<file path="src/rtl/bl_pwm_pkg.sv">
package bl_pwm_pkg;

  typedef enum logic [1:0] {
    SEL_CTRL = 2'd0,
    SEL_PER  = 2'd1,
    SEL_LOCK = 2'd2,
    SEL_NONE = 2'd3
  } sel_e;

  // control word: bit31 enable, bit30 fractional, [15:0] duty
  typedef struct packed {
    logic        en;
    logic        frac;
    logic [15:0] duty;
  } ctrl_t;

  // period word: [19:16] bit count (0 -> 16), [15:0] period
  typedef struct packed {
    logic [3:0]  bc;
    logic [15:0] period;
  } per_t;

  localparam ctrl_t CTRL_DEF = '{en: 1'b1, frac: 1'b1, duty: 16'hFA00};
  localparam per_t  PER_DEF  = '{bc: 4'hC, period: 16'h0FA0};

endpackage

</file>
<file path="src/rtl/bl_prescaler.sv">
module bl_prescaler #(
  parameter int PRE_W = 8
) (
  input  logic             clk,
  input  logic             rst,
  input  logic [PRE_W-1:0] ref_div,
  output logic             tick
);
  logic [PRE_W-1:0] pre_cnt;

  assign tick = (pre_cnt >= ref_div);

  always_ff @(posedge clk) begin
    if (rst) pre_cnt <= '0;
    else if (tick) pre_cnt <= '0;
    else pre_cnt <= pre_cnt + 1'b1;
  end

  p_tick_spacing_r9: assert property (@(posedge clk) disable iff (rst)
    (tick && ref_div != '0) |=> (!tick || ref_div == '0));

endmodule

</file>
<file path="src/rtl/bl_shadow_bank.sv">
module bl_shadow_bank
  import bl_pwm_pkg::*;
(
  input  logic        clk,
  input  logic        rst,
  input  logic        wr_en,
  input  logic [1:0]  wr_sel,
  input  logic [31:0] wr_data,
  input  logic        init_req,
  input  logic        master_lock,
  input  logic        tick,
  input  logic        boundary,
  output ctrl_t       act_ctrl,
  output per_t        act_per,
  output logic        pending
);
  ctrl_t sh_ctrl, sv_ctrl;
  per_t  sh_per, sv_per;
  logic  sv_valid, grp_lock, ign_master;
  logic  blocked, xfer, wr_val, duty_bad;
  logic  unused_wr_bits;
  sel_e  sel;

  assign sel            = sel_e'(wr_sel);
  assign unused_wr_bits = ^wr_data[29:20];
  assign blocked  = grp_lock || (master_lock && !ign_master);
  assign xfer     = pending && !blocked && (boundary || (tick && !act_ctrl.en));
  assign wr_val   = wr_en && (sel == SEL_CTRL || sel == SEL_PER);
  assign duty_bad = (sh_ctrl.duty <= 16'd1);

  always_ff @(posedge clk) begin
    if (rst) begin
      sh_ctrl    <= '0;
      sh_per     <= '0;
      sv_ctrl    <= '0;
      sv_per     <= '0;
      sv_valid   <= 1'b0;
      act_ctrl   <= '0;
      act_per    <= '0;
      grp_lock   <= 1'b0;
      ign_master <= 1'b0;
      pending    <= 1'b0;
    end else begin
      if (xfer) begin
        act_ctrl <= sh_ctrl;
        act_per  <= sh_per;
      end
      if (wr_val || (init_req && !wr_en && duty_bad)) pending <= 1'b1;
      else if (xfer) pending <= 1'b0;

      if (wr_en) begin
        case (sel)
          SEL_CTRL: sh_ctrl <= '{en: wr_data[31], frac: wr_data[30], duty: wr_data[15:0]};
          SEL_PER:  sh_per  <= '{bc: wr_data[19:16], period: wr_data[15:0]};
          SEL_LOCK: begin
            grp_lock   <= wr_data[0];
            ign_master <= wr_data[1];
          end
          default: ;
        endcase
      end else if (init_req) begin
        if (duty_bad) begin
          sh_ctrl <= sv_valid ? sv_ctrl : CTRL_DEF;
          sh_per  <= sv_valid ? sv_per  : PER_DEF;
        end else begin
          sv_ctrl  <= sh_ctrl;
          sv_per   <= sh_per;
          sv_valid <= 1'b1;
        end
      end
    end
  end

  p_pend_set_r2: assert property (@(posedge clk) disable iff (rst)
    wr_val |=> pending);
  p_hold_locked_r3: assert property (@(posedge clk) disable iff (rst)
    grp_lock |=> ($stable(act_ctrl) && $stable(act_per)));
  p_master_hold_r4: assert property (@(posedge clk) disable iff (rst)
    (master_lock && !ign_master) |=> ($stable(act_ctrl) && $stable(act_per)));
  p_no_xfer_idle_r2: assert property (@(posedge clk) disable iff (rst)
    !pending |=> ($stable(act_ctrl) && $stable(act_per)));

endmodule

</file>
<file path="src/rtl/bl_pwm_core.sv">
module bl_pwm_core
  import bl_pwm_pkg::*;
(
  input  logic  clk,
  input  logic  rst,
  input  logic  tick,
  input  ctrl_t act_ctrl,
  input  per_t  act_per,
  output logic  boundary,
  output logic  pwm_out
);
  logic [15:0] cnt, acc, ipart, fpart, fmask;
  logic        dith, carry;
  logic [4:0]  bc, fw;
  logic [16:0] pmask, pm, peff, fsum, high;

  always_comb begin
    bc    = (act_per.bc == 4'd0) ? 5'd16 : {1'b0, act_per.bc};
    fw    = 5'd16 - bc;
    pmask = (17'd1 << bc) - 17'd1;
    pm    = {1'b0, act_per.period} & pmask;
    peff  = (pm == 17'd0) ? pmask : pm;
    fmask = (16'd1 << fw) - 16'd1;
    ipart = act_ctrl.duty >> fw;
    fpart = act_ctrl.duty & fmask;
    fsum  = {1'b0, acc} + {1'b0, fpart};
    carry = (fsum >= (17'd1 << fw));
    high  = {1'b0, ipart} + {16'd0, dith};
  end

  assign boundary = tick && ({1'b0, cnt} >= (peff - 17'd1));

  always_ff @(posedge clk) begin
    if (rst) begin
      cnt     <= '0;
      acc     <= '0;
      dith    <= 1'b0;
      pwm_out <= 1'b0;
    end else begin
      if (tick) cnt <= boundary ? 16'd0 : cnt + 16'd1;
      if (boundary) begin
        if (act_ctrl.frac) begin
          acc  <= fsum[15:0] & fmask;
          dith <= carry;
        end else begin
          dith <= 1'b0;
        end
      end
      pwm_out <= act_ctrl.en && ({1'b0, cnt} < high);
    end
  end

  p_dark_when_off_r7: assert property (@(posedge clk) disable iff (rst)
    !act_ctrl.en |=> !pwm_out);
  p_no_dither_r8: assert property (@(posedge clk) disable iff (rst)
    (boundary && !act_ctrl.frac) |=> !dith);
  p_wrap_r6: assert property (@(posedge clk) disable iff (rst)
    boundary |=> (cnt == 16'd0));

endmodule

</file>
<file path="src/rtl/bl_pwm_ctrl.sv">
module bl_pwm_ctrl
  import bl_pwm_pkg::*;
#(
  parameter int PRE_W = 8
) (
  input  logic             clk,
  input  logic             rst,
  input  logic             wr_en,
  input  logic [1:0]       wr_sel,
  input  logic [31:0]      wr_data,
  input  logic             init_req,
  input  logic             master_lock,
  input  logic [PRE_W-1:0] ref_div,
  output logic             pwm_out,
  output logic             upd_pending
);
  logic  tick, boundary;
  ctrl_t act_ctrl;
  per_t  act_per;

  bl_prescaler #(.PRE_W(PRE_W)) u_pre (
    .clk(clk), .rst(rst), .ref_div(ref_div), .tick(tick)
  );

  bl_shadow_bank u_bank (
    .clk(clk), .rst(rst), .wr_en(wr_en), .wr_sel(wr_sel), .wr_data(wr_data),
    .init_req(init_req), .master_lock(master_lock), .tick(tick),
    .boundary(boundary), .act_ctrl(act_ctrl), .act_per(act_per),
    .pending(upd_pending)
  );

  bl_pwm_core u_core (
    .clk(clk), .rst(rst), .tick(tick), .act_ctrl(act_ctrl),
    .act_per(act_per), .boundary(boundary), .pwm_out(pwm_out)
  );

  p_clear_on_tick_r5: assert property (@(posedge clk) disable iff (rst)
    $fell(upd_pending) |-> $past(tick));

endmodule

</file>
<file path="config.mk">
export PLATFORM = sky130hd
export DESIGN_NAME = bl_pwm_ctrl
export DESIGN_NICKNAME = d
export VERILOG_FILES = /design/src/rtl/bl_pwm_pkg.sv /design/src/rtl/bl_prescaler.sv /design/src/rtl/bl_shadow_bank.sv /design/src/rtl/bl_pwm_core.sv /design/src/rtl/bl_pwm_ctrl.sv
export SDC_FILE = /design/constraint.sdc
export NUM_CORES = 1
export LEC_CHECK = 0
export ABC_AREA = 0
export BUFFER_PORTS_ARGS = -buffer_cell sky130_fd_sc_hd__clkbuf_2
export CAP_MARGIN = 30
export CORE_UTILIZATION = 45
export DETAILED_ROUTE_END_ITERATION = 10
export GPL_TIMING_DRIVEN = 0
export PLACE_DENSITY = 0.7
export RECOVER_POWER = 25
export SLEW_MARGIN = 30
export SYNTH_ARGS = -nofsm -noshare
export SYNTH_HDL_FRONTEND = slang
export SYNTH_SLANG_ARGS = --single-unit
</file>
<file path="constraint.sdc">
create_clock -name clk -period 9.1 [get_ports clk]
set_clock_uncertainty 0.2 [all_clocks]
set_input_delay 1.82 -clock clk [delete_from_list [all_inputs] [get_ports clk]]
set_output_delay 1.82 -clock clk [all_outputs]
set_load 0.05 [all_outputs]
</file>
-- After elaboration in Yosys (flattened, before gate mapping)
Index checks and enable logic that the tools add are counted.
- word-level logic and storage cells: 95
- input bits: 47
- register bits: 160
- reduce and logical (&&, ||, !) cells: 29
- eq/ne operators: 4
- bitwise operators: 5
- add/subtract/negate cells: 8
- $lt $le $gt $ge: 5
- muxes and demuxes: 16
- shift-type cells: 4
- operators with widths (operator ; count):
    $mux 20 ; 5
    $mux 18 ; 5
    $shl 1x5->17 const A ; 2
    $sub 17x1->17 const B ; 2
    $and 16x16->16 ; 2
    $add 16x1->17 ; 1
    $add 16x16->17 ; 1
    $and 16x17->17 ; 1
    $ge 16x17->1 ; 1
    $ge 17x17->1 ; 1
    $logic_not 17->1 ; 1
    $lt 16x17->1 ; 1
    $mux 17 ; 1
    $add 16x1->16 const B ; 1
    $le 16x1->1 const B ; 1
    $mux 16 ; 1
    $shl 1x5->16 const A ; 1
    $shr 16x5->16 ; 1
    $sub 16x1->16 const B ; 1
    $logic_and 1x1->1 ; 9
    $reduce_and 3->1 ; 3
    $add 8x1->8 const B ; 1
    $ge 8x8->1 ; 1
    $reduce_bool 2->1 ; 3
    other kinds (13) ; 24

-- Longest topological paths before layout
Gate-level depths: netlist of the first run.
- depth in word-level cells: 14
- depth in mapped cells: 38
- depth with buffers taken out: 31

-- Hierarchy
A second synthesis of the first run with hierarchy kept.
- cell total of the unflattened synthesis: 1434
- area total of the unflattened synthesis: 11878.9 sq um
- modules (own cells, without submodules) (module ; cells an instance ; area an instance (sq um) ; instances):
    bl_pwm_core ; 827 ; 6182.2 ; 1
    bl_shadow_bank ; 548 ; 5167.5 ; 1
    bl_prescaler ; 59 ; 529.3 ; 1

-- Least setup slack after synthesis of the first run
No wires, ideal clock.
- path kind: reg2reg
- start point: reg, netlist name u_bank.act_per[18]
- end point: reg, netlist name u_bank.act_ctrl[16]
- data required time: 8.777 ns
- data arrival time: 6.396 ns
- path buffers: 6
- setup time: 0.123 ns
- period minus slack after synthesis: 6.720 ns
- cell stages (with the launch flop): 37
- slack: 2.380 ns
- cells stage by stage: dfxtp_1 > buf_4 > inv_2 > ha_1 > buf_4 > nand2_2 > nand2_1 > ha_1 > buf_2 > nand2_1 > ha_1 > buf_2 > nand2b_1 > a2111o_1 > a31oi_1 > a2111oi_2 > nand3_2 > buf_6 > o21ai_0 > nand2_1 > ha_1 > and3_1 > o211ai_2 > a211oi_4 > nand2_1 > nor2_1 > xor2_1 > ha_1 > nand4_1 > nor4_1 > a211o_1 > a21o_1 > o32ai_2 > a41o_4 > a21boi_2 > buf_6 > mux2_1
- word-level cells in the longest chain between the ends: 12
- ends and longest elaborated chain (item ; line ; source):
    $logic_not 4->1 ; bl_pwm_core.sv:18 ; bc = (act_per.bc == 4'd0) ? 5'd16 : {1'b0, act_per.bc};
    $mux 5 * ; bl_pwm_core.sv:18 ;
    $shl 1x5->17 * ; bl_pwm_core.sv:20 ; pmask = (17'd1 << bc) - 17'd1;
    $sub 17x1->17 * ; bl_pwm_core.sv:20 ;
    $and 16x17->17 ; bl_pwm_core.sv:21 ; pm = {1'b0, act_per.period} & pmask;
    $logic_not 17->1 ; bl_pwm_core.sv:22 ; peff = (pm == 17'd0) ? pmask : pm;
    $mux 17 * ; bl_pwm_core.sv:22 ;
    $sub 17x1->17 * ; bl_pwm_core.sv:31 ; assign boundary = tick && ({1'b0, cnt} >= (peff - 17'd1));
    $ge 16x17->1 * ; bl_pwm_core.sv:31 ;
    $logic_and 1x1->1 * ; bl_pwm_core.sv:31 ;
    $logic_or 1x1->1 * ; bl_shadow_bank.sv:27 ; assign xfer = pending && !blocked && (boundary || (tick && !act_ctrl.en));
    $logic_and 1x1->1 * ; bl_shadow_bank.sv:27 ;
Mark *: on every way between the ends. The rest lies on a longest branch, timed or not.
A chain may end at the register's enable or synchronous reset.

-- Worst setup path after layout of the first run
- start point: reg, netlist name u_bank.act_per[18]
- end point: reg, netlist name u_bank.act_per[12]
- word-level cells in the longest chain between the ends: 12
- ends and longest elaborated chain (item ; line):
    $logic_not 4->1 ; bl_pwm_core.sv:18
    $mux 5 * ; bl_pwm_core.sv:18
    $shl 1x5->17 * ; bl_pwm_core.sv:20
    $sub 17x1->17 * ; bl_pwm_core.sv:20
    $and 16x17->17 ; bl_pwm_core.sv:21
    $logic_not 17->1 ; bl_pwm_core.sv:22
    $mux 17 * ; bl_pwm_core.sv:22
    $sub 17x1->17 * ; bl_pwm_core.sv:31
    $ge 16x17->1 * ; bl_pwm_core.sv:31
    $logic_and 1x1->1 * ; bl_pwm_core.sv:31
    $logic_or 1x1->1 * ; bl_shadow_bank.sv:27
    $logic_and 1x1->1 * ; bl_shadow_bank.sv:27
Marks and branches as above.

==> results of run 1 <==
-- layout by cell type (no fill, tap or decap), types with 22 or more instances in the layout --
master and count:
dfxtp_1 160, clkbuf_2 34, nor2_1 124, xor2_1 36, nand2_1 219, xnor2_1 32, mux2i_1 49, inv_1 56
nand3_1 41, a21oi_1 114, o21ai_0 44, a211oi_1 30, clkbuf_1 65, nor3_1 48, a21o_1 22, ha_1 90
-- critical path: cells and delay by family, from the launching register on --
family                     cells  cell delay (ps)
adders and majority gates      5             1170
xor gates and xnor gates       1               90
DFF                            1              470
and+or+nand+nor               11             1900
buffers and inverters          7             1490
AOI/OAI and AO/OA             12             2910
-- area by class of cell --
class / instances / area (um^2) / area share, %
buffer: 90 / 435.4 / 3.370
clock buffer: 17 / 425.4 / 3.293
clock inverter: 15 / 219.0 / 1.695
inverter: 57 / 214.0 / 1.656
multi-input combinational: 1151 / 7825 / 60.57
sequential: 160 / 3203 / 24.79
tap: 330 / 412.9 / 3.196
timing repair buffer: 38 / 185.2 / 1.433
-- power by group --
group	switching, mW	internal [mW]	leakage (nW)
clock network	0.383	0.385	0.308
registers	0.0259	0.726	1.30
logic	0.102	0.0479	3.51
-- synth_stat cells (10+ instances only) --
| cell | n | area share (%) |
|---|---|---|
| mux2i_1 | 49 | 4.2 |
| nor3_1 | 49 | 2.1 |
| ha_1 | 90 | 9.6 |
| nand4_1 | 19 | 1.0 |
| nand2b_1 | 14 | 0.75 |
| clkbuf_1 | 59 | 1.9 |
| and2_1 | 19 | 1.0 |
| xnor2_1 | 32 | 2.4 |
| mux4_2 | 11 | 2.1 |
| nor2_1 | 124 | 4.0 |
| a21oi_1 | 114 | 4.9 |
| nor2b_1 | 12 | 0.64 |
| o21ai_0 | 44 | 1.9 |
| nand2_1 | 219 | 7.0 |
| a211oi_1 | 30 | 1.9 |
| nand3_1 | 41 | 1.8 |
| inv_1 | 56 | 1.8 |
| a221oi_1 | 13 | 0.98 |
| o2111ai_1 | 14 | 1.1 |
| buf_2 | 12 | 0.51 |
| o211ai_1 | 10 | 0.64 |
| o31ai_2 | 14 | 1.5 |
| xor2_1 | 36 | 2.7 |
| o21a_1 | 13 | 0.84 |
| dfxtp_1 | 160 | 27 |
| a21o_1 | 22 | 1.4 |
-- state kept, by name (all words and copies together), names as in the netlist --
signal,count
u_bank.act_ctrl,18
u_bank.act_per,20
u_bank.grp_lock,1
u_bank.ign_master,1
u_bank.pending,1
u_bank.sh_ctrl,18
u_bank.sh_per,20
u_bank.sv_ctrl,18
u_bank.sv_per,20
u_bank.sv_valid,1
u_core.acc,16
u_core.cnt,16
u_core.dith,1
u_core.pwm_out,1
u_pre.pre_cnt,8
-- through the flow --
step	cells	hold WS [ps]	util, %	power (mW)
2_1_floorplan	1458	236.1	-	0.8560
3_3_place_gp	1826	242.7	48.47	0.9114
3_5_place_dp	1826	248.5	48.49	0.9141
4_1_cts	1858	259.7	51.03	1.673
5_1_grt	1858	282.4	51.01	1.721
6_report	1858	258.0	51.01	1.669
-- worst min path at each step --
stage | startpoint | endpoint | slack (ps) | depth (start not counted)
CTS | u_bank.sv_per[16]$_SDFFE_PP0P_ | u_bank.sv_per[16]$_SDFFE_PP0P_ | 260 | 2
global route | u_bank.sv_per[2]$_SDFFE_PP0P_ | u_bank.sv_per[2]$_SDFFE_PP0P_ | 280 | 2
detailed placement | u_bank.sv_per[12]$_SDFFE_PP0P_ | u_bank.sv_per[12]$_SDFFE_PP0P_ | 250 | 2
floorplan | u_bank.sv_ctrl[0]$_SDFFE_PP0P_ | u_bank.sv_ctrl[0]$_SDFFE_PP0P_ | 240 | 2
finish | u_bank.sv_per[16]$_SDFFE_PP0P_ | u_bank.sv_per[16]$_SDFFE_PP0P_ | 260 | 2
global placement | u_bank.sv_ctrl[15]$_SDFFE_PP0P_ | u_bank.sv_ctrl[15]$_SDFFE_PP0P_ | 240 | 2
-- cell families (layout without fill, tap and decap cells) --
group	count (synthesis)	after routing	share of synthesized area, %
adders and majority gates	91	91	9.819
DFF	160	160	27.44
xor gates and xnor gates	68	68	5.102
AOI/OAI and AO/OA	374	374	23.21
muxes	65	65	6.807
buffers and inverters	147	217	5.563
and+or+nand+nor	553	553	22.06
-- metal layers --
metal / vias to the layer above / share of wire (%) / global-route usage [%]
li1: 5394 / - / -
met1: 5238 / 45 / 36.42
met2: 499 / 45 / 44.12
met3: 89 / 7.0 / 3.580
met4: 0 / 3.6 / 10.75
met5: - / 0 / 0
==> metrics.yaml, run 1 <==
outcome:
  outcome: "completed"
critical_path:
  rr_worst_depth: 36
  crit_path_start: "u_bank.act_per[18]$_SDFFE_PP0P_"
  worstPathMaxFanout: 10
  cp_slowest_cell: "a41oi_1"
  critPathKind: "flop to flop"
  arrival_ps: 8480
  start_kind: "flop"
  reg2reg_from: "u_bank.act_per[18]$_SDFFE_PP0P_"
  path_common_cell: "ha_1"
  crit_path_max_incr_delay_ps: 650
  worstSetupEndpointType: "flop"
  r2r_slack_ps: 770
  r2r-end: "u_bank.act_per[12]$_SDFFE_PP0P_"
  crit_required_ps: 9250
  crit_path_end: "u_bank.act_per[12]$_SDFFE_PP0P_"
floorplanning:
  die_h_um: 163.1
  fp.dieW_um: 163.1
  core-area_mm2: 0.02533
  num_rows: 58
  die_area_mm2: 0.02659
  start_util_pct: 46.09
  io_pins: 49
logic_synthesis:
  syn-instance-count: 1458
  syn_area_mm2: 0.01167
  synth_async_sr_flop_share_pct: 0
  ys_seq_elements: 160
  synth_edf_count: 0
  synth_fp_nets: 1596
  ys_warn_count: 0
  yosys_most_used_dff: "dfxtp_1"
  yosysSeqAreaShare_pct: 27.44
  synth_cell_types: 95
  syn_avg_cell_area_um2: 8.006
routing:
  drt-total-wl_um: 35590
  ant_nets: 0
  vias: 11220
  drc: 0
  dr.pass1.iters: 6
  avgViaCountPerCell: 6.039
  wl_per_cell_um: 19.15
  drt-initial-drc-count: 1091
sta:
  worst_slew_pin_slew_ps: 796.1
  slew_viol_final: 0
  finalWorstSetupSlack_ps: 766.8
  tns_ps: 0
  min_period_ps: 8333
  fin_crit_sh_pct: 91.57
  rsz0062_at_grt: "false"
  fmax_mhz: 120.0
  finalSetupViolations: 0
  hold_viol: 0
  max_slew_margin_pct: 46.22
layout:
  nets: 1653
  fill_cells: 2427
  drive_gt1_share_pct: 9.686
  area_delta_synth_final_pct: 10.69
  num_antenna_cells: 0
  final_area_mm2: 0.01292
grt:
  grt_pass1_wl_um: 56570
  grt-ovfl-total: 0
  antenna_found_initial: 0
  first_global_vias: 10560
  grt_use_total_pct: 27.19
  grt_max_degree: 22
flow_run:
  cap_violations: 0
cts:
  cts_max_level: 4
  cts_hold_buf: 0
  cts_tree: "yes"
  clock-root-buffer: "clkbuf_16"
  clock_sinks: 160
  numCtsBuffers: 17
  postCtsSetupBuffers: 0
  clock_path_buffers: 2
  ctsResizeCount: 0
  clk_latency_ps: 440
  clk_transition_reported_paths_ps: 80
power:
  powerDensity_mw_per_mm2: 129.2
  vdd_drop_max_mv: 0.1037
  p_leak_nw: 5.116
hold_path:
  hold_class: "flop to flop"
placed_design:
  hpwlAfterDp_um: 27490
  dp_slack_ps: 944.9
  placedInstanceArea_mm2: 0.01228
  io_buffers: 38
  place_congestion: 0.9730
Power figures use the tool's default switching activity.
==> inputs of run 2 (changes only) <==
- PLACE_DENSITY: 0.7 -> unset
- SYNTH_HIERARCHICAL: unset -> 1
==> run 2 against run 1 <==
Non-clock buffer count grew 1. Register-to-register slack worse by 90 ps. Highest routed layer unchanged. Global-route usage is 0.15 points higher. Critical path type unchanged. Clock-buffer cell count grew 1. Largest cell class unchanged. Area after synthesis up 1.8%.
==> metrics.yaml, run 2 <==
outcome:
  outcome: "completed"
layout:
  layoutNonFillerInstCount: 1838
  num_antenna_cells: 0
  area_delta_synth_final_pct: 10.22
  nets: 1629
  final_area_mm2: 0.01309
  final_cell_mix: "160 x dfxtp_1, 123 x nor2_1, 100 x a21oi_1, 91 x ha_1, 89 x o21ai_0"
  fill_cells: 2559
  reg_top3: "u_bank/act_per (20), u_bank/sh_per (20), u_bank/sv_per (20)"
  drive_gt1_share_pct: 11.11
  final_common_cell: "dfxtp_1"
logic_synthesis:
  synth_fp_nets: 1573
  synthTopCellsByArea: "dfxtp_1 27%, ha_1 9.6%, mux2i_1 6.2%, a21oi_1 4.2%, nor2_1 3.9%"
  syn-instance-count: 1434
  ys_warn_count: 6
  synth_async_sr_flop_share_pct: 0
  synth_cell_types: 99
  yosys-top-cells-count: "160 x dfxtp_1, 123 x nor2_1, 100 x a21oi_1"
  synth_edf_count: 0
  synth.most_common_cell: "dfxtp_1"
  synth_top_cell_area_share_pct: 26.96
  syn_avg_cell_area_um2: 8.284
  yosysSeqAreaShare_pct: 26.96
  ys_seq_elements: 160
  yosysTopAreaCell: "dfxtp_1"
  syn_area_mm2: 0.01188
  yosys_most_used_dff: "dfxtp_1"
critical_path:
  crit_path_max_incr_delay_ps: 410
  worstPathMaxFanout: 16
  path_common_cell: "ha_1"
  worstSetupEndpointType: "flop"
  cp_top_family: "compound AO/OA/AOI/OAI gates"
  critPathKind: "flop to flop"
  crit_buf_inv: 9
  arrival_ps: 8530
  worst-path-stages: 36
  start_kind: "flop"
  cp_slowest_cell: "or3_1"
  crit_required_ps: 9210
  rr_worst_depth: 36
sta:
  hold_viol: 0
  slew_viol_final: 0
  rsz0062_at_grt: "false"
  fmax_mhz: 118.8
  max_slew_margin_pct: 6.399
  finalWorstSetupSlack_ps: 680.2
  min_period_ps: 8420
  fin_crit_sh_pct: 92.53
  worst_slew_pin_slew_ps: 1386
  finalSetupViolations: 0
cts:
  numCtsBuffers: 17
  clock_sinks: 160
  clk_transition_reported_paths_ps: 70
  cts_tree: "yes"
  clk_latency_ps: 440
  cts_max_level: 4
  clock_path_buffers: 2
  clock-root-buffer: "clkbuf_16"
  postCtsSetupBuffers: 0
floorplanning:
  start_util_pct: 45.71
  io_pins: 49
  die_h_um: 164.5
  core-area_mm2: 0.02598
  num_rows: 59
  die_area_mm2: 0.02705
  fp.dieW_um: 164.5
grt:
  grt_pass1_wl_um: 57270
  antenna_found_initial: 0
  grt_use_total_pct: 27.34
  grt-ovfl-total: 0
  first_global_vias: 10220
  grt_max_degree: 19
power:
  p_leak_nw: 5.398
  vdd_drop_max_mv: 0.1630
  powerDensity_mw_per_mm2: 130.7
routing:
  avgViaCountPerCell: 5.890
  ant_nets: 0
  drc: 0
  drt-initial-drc-count: 868
  wl_per_cell_um: 19.60
  dr.pass1.iters: 5
  drt-total-wl_um: 36030
  vias: 10830
hold_path:
  whs_path_depth: 2
  hold_class: "flop to flop"
placed_design:
  dp_slack_ps: -295.6
  io_buffers: 38
  place_congestion: 0.9505
  placedInstanceArea_mm2: 0.01250
  hpwlAfterDp_um: 28060
  dp_cells: 1807
flow_run:
  cap_violations: 0
[run 2: changes by cell type after synthesis, sizes merged, moves of 24 or more]
cell and delta:
nand2 -131, o21ai +43, a211oi +35, nand3b +34
nor3 -28, mux2i +24
[run 2: cell families after synthesis]
| logic type | share of synthesized area [%] |
|---|---|
| compound gates | 24.03 |
| simple gates | 21.20 |
| mux | 7.320 |
| xor+xnor | 4.940 |
| flops | 26.96 |
| fa+ha+maj | 9.754 |
| buf+inv | 5.793 |
[run 2: cell type report]
type                       instances  area [um^2]  share of cell area (%)
tap                              335        419.2                   3.201
buffer                            91        493.0                   3.765
clock inverter                    14        161.4                   1.233
timing repair buffer              38        186.4                   1.424
multi-input combinational       1130         8005                   61.14
sequential                       160         3203                   24.46
inverter                          52        195.2                   1.491
clock buffer                      18        429.2                   3.278
[run 2: stage by stage]
stage | utilization, % | hold WS [ps] | power, mW | setup TNS [ps]
after floorplan | - | 229.7 | 0.9178 | 0
after global placement | 48.06 | 246.2 | 0.9945 | -5720
after detailed placement | 48.11 | 250.4 | 0.9971 | -5780
after CTS | 50.42 | 260.7 | 1.726 | 0
after global routing | 50.39 | 287.0 | 1.775 | 0
final | 50.39 | 260.2 | 1.711 | 0
[run 2: metal layers]
layer	vias to the layer above	track usage, %	share of wire [%]
li1	5352	-	-
met1	5074	36.53	46
met2	351	45.51	46
met3	49	3.767	5.5
met4	0	8.215	2.4
met5	-	0	0
[run 2: worst paths after layout]
path                                   startpoint                          end  slack [ps]
setup / recovery  u_bank/act_per[16]$_SDFFE_PP0P_  u_bank/pending$_SDFFE_PP0P_         680
setup reg to reg  u_bank/act_per[16]$_SDFFE_PP0P_  u_bank/pending$_SDFFE_PP0P_         680
hold reg to reg        u_core/acc[5]$_SDFFE_PP0P_   u_core/acc[5]$_SDFFE_PP0P_         260
hold / removal         u_core/acc[5]$_SDFFE_PP0P_   u_core/acc[5]$_SDFFE_PP0P_         260
[run 2: what timing repair did]
item	CTS	global route
hold buffers	0	0
gates resized for setup	3	7
endpoints found under the setup margin	39	39
hold endpoints to repair	0	0
[run 2: worst min-delay path, stage by stage (launching register included)]
cell and delay (ps):
dfxtp_1 320, nand2_1 50, a21oi_1 50
[run 2: power by group]
part	internal (mW)	switching (mW)	leakage (nW)	total, mW
registers	0.727	0.0310	1.30	0.758
clock network	0.370	0.357	0.284	0.727
logic	0.0903	0.135	3.82	0.226
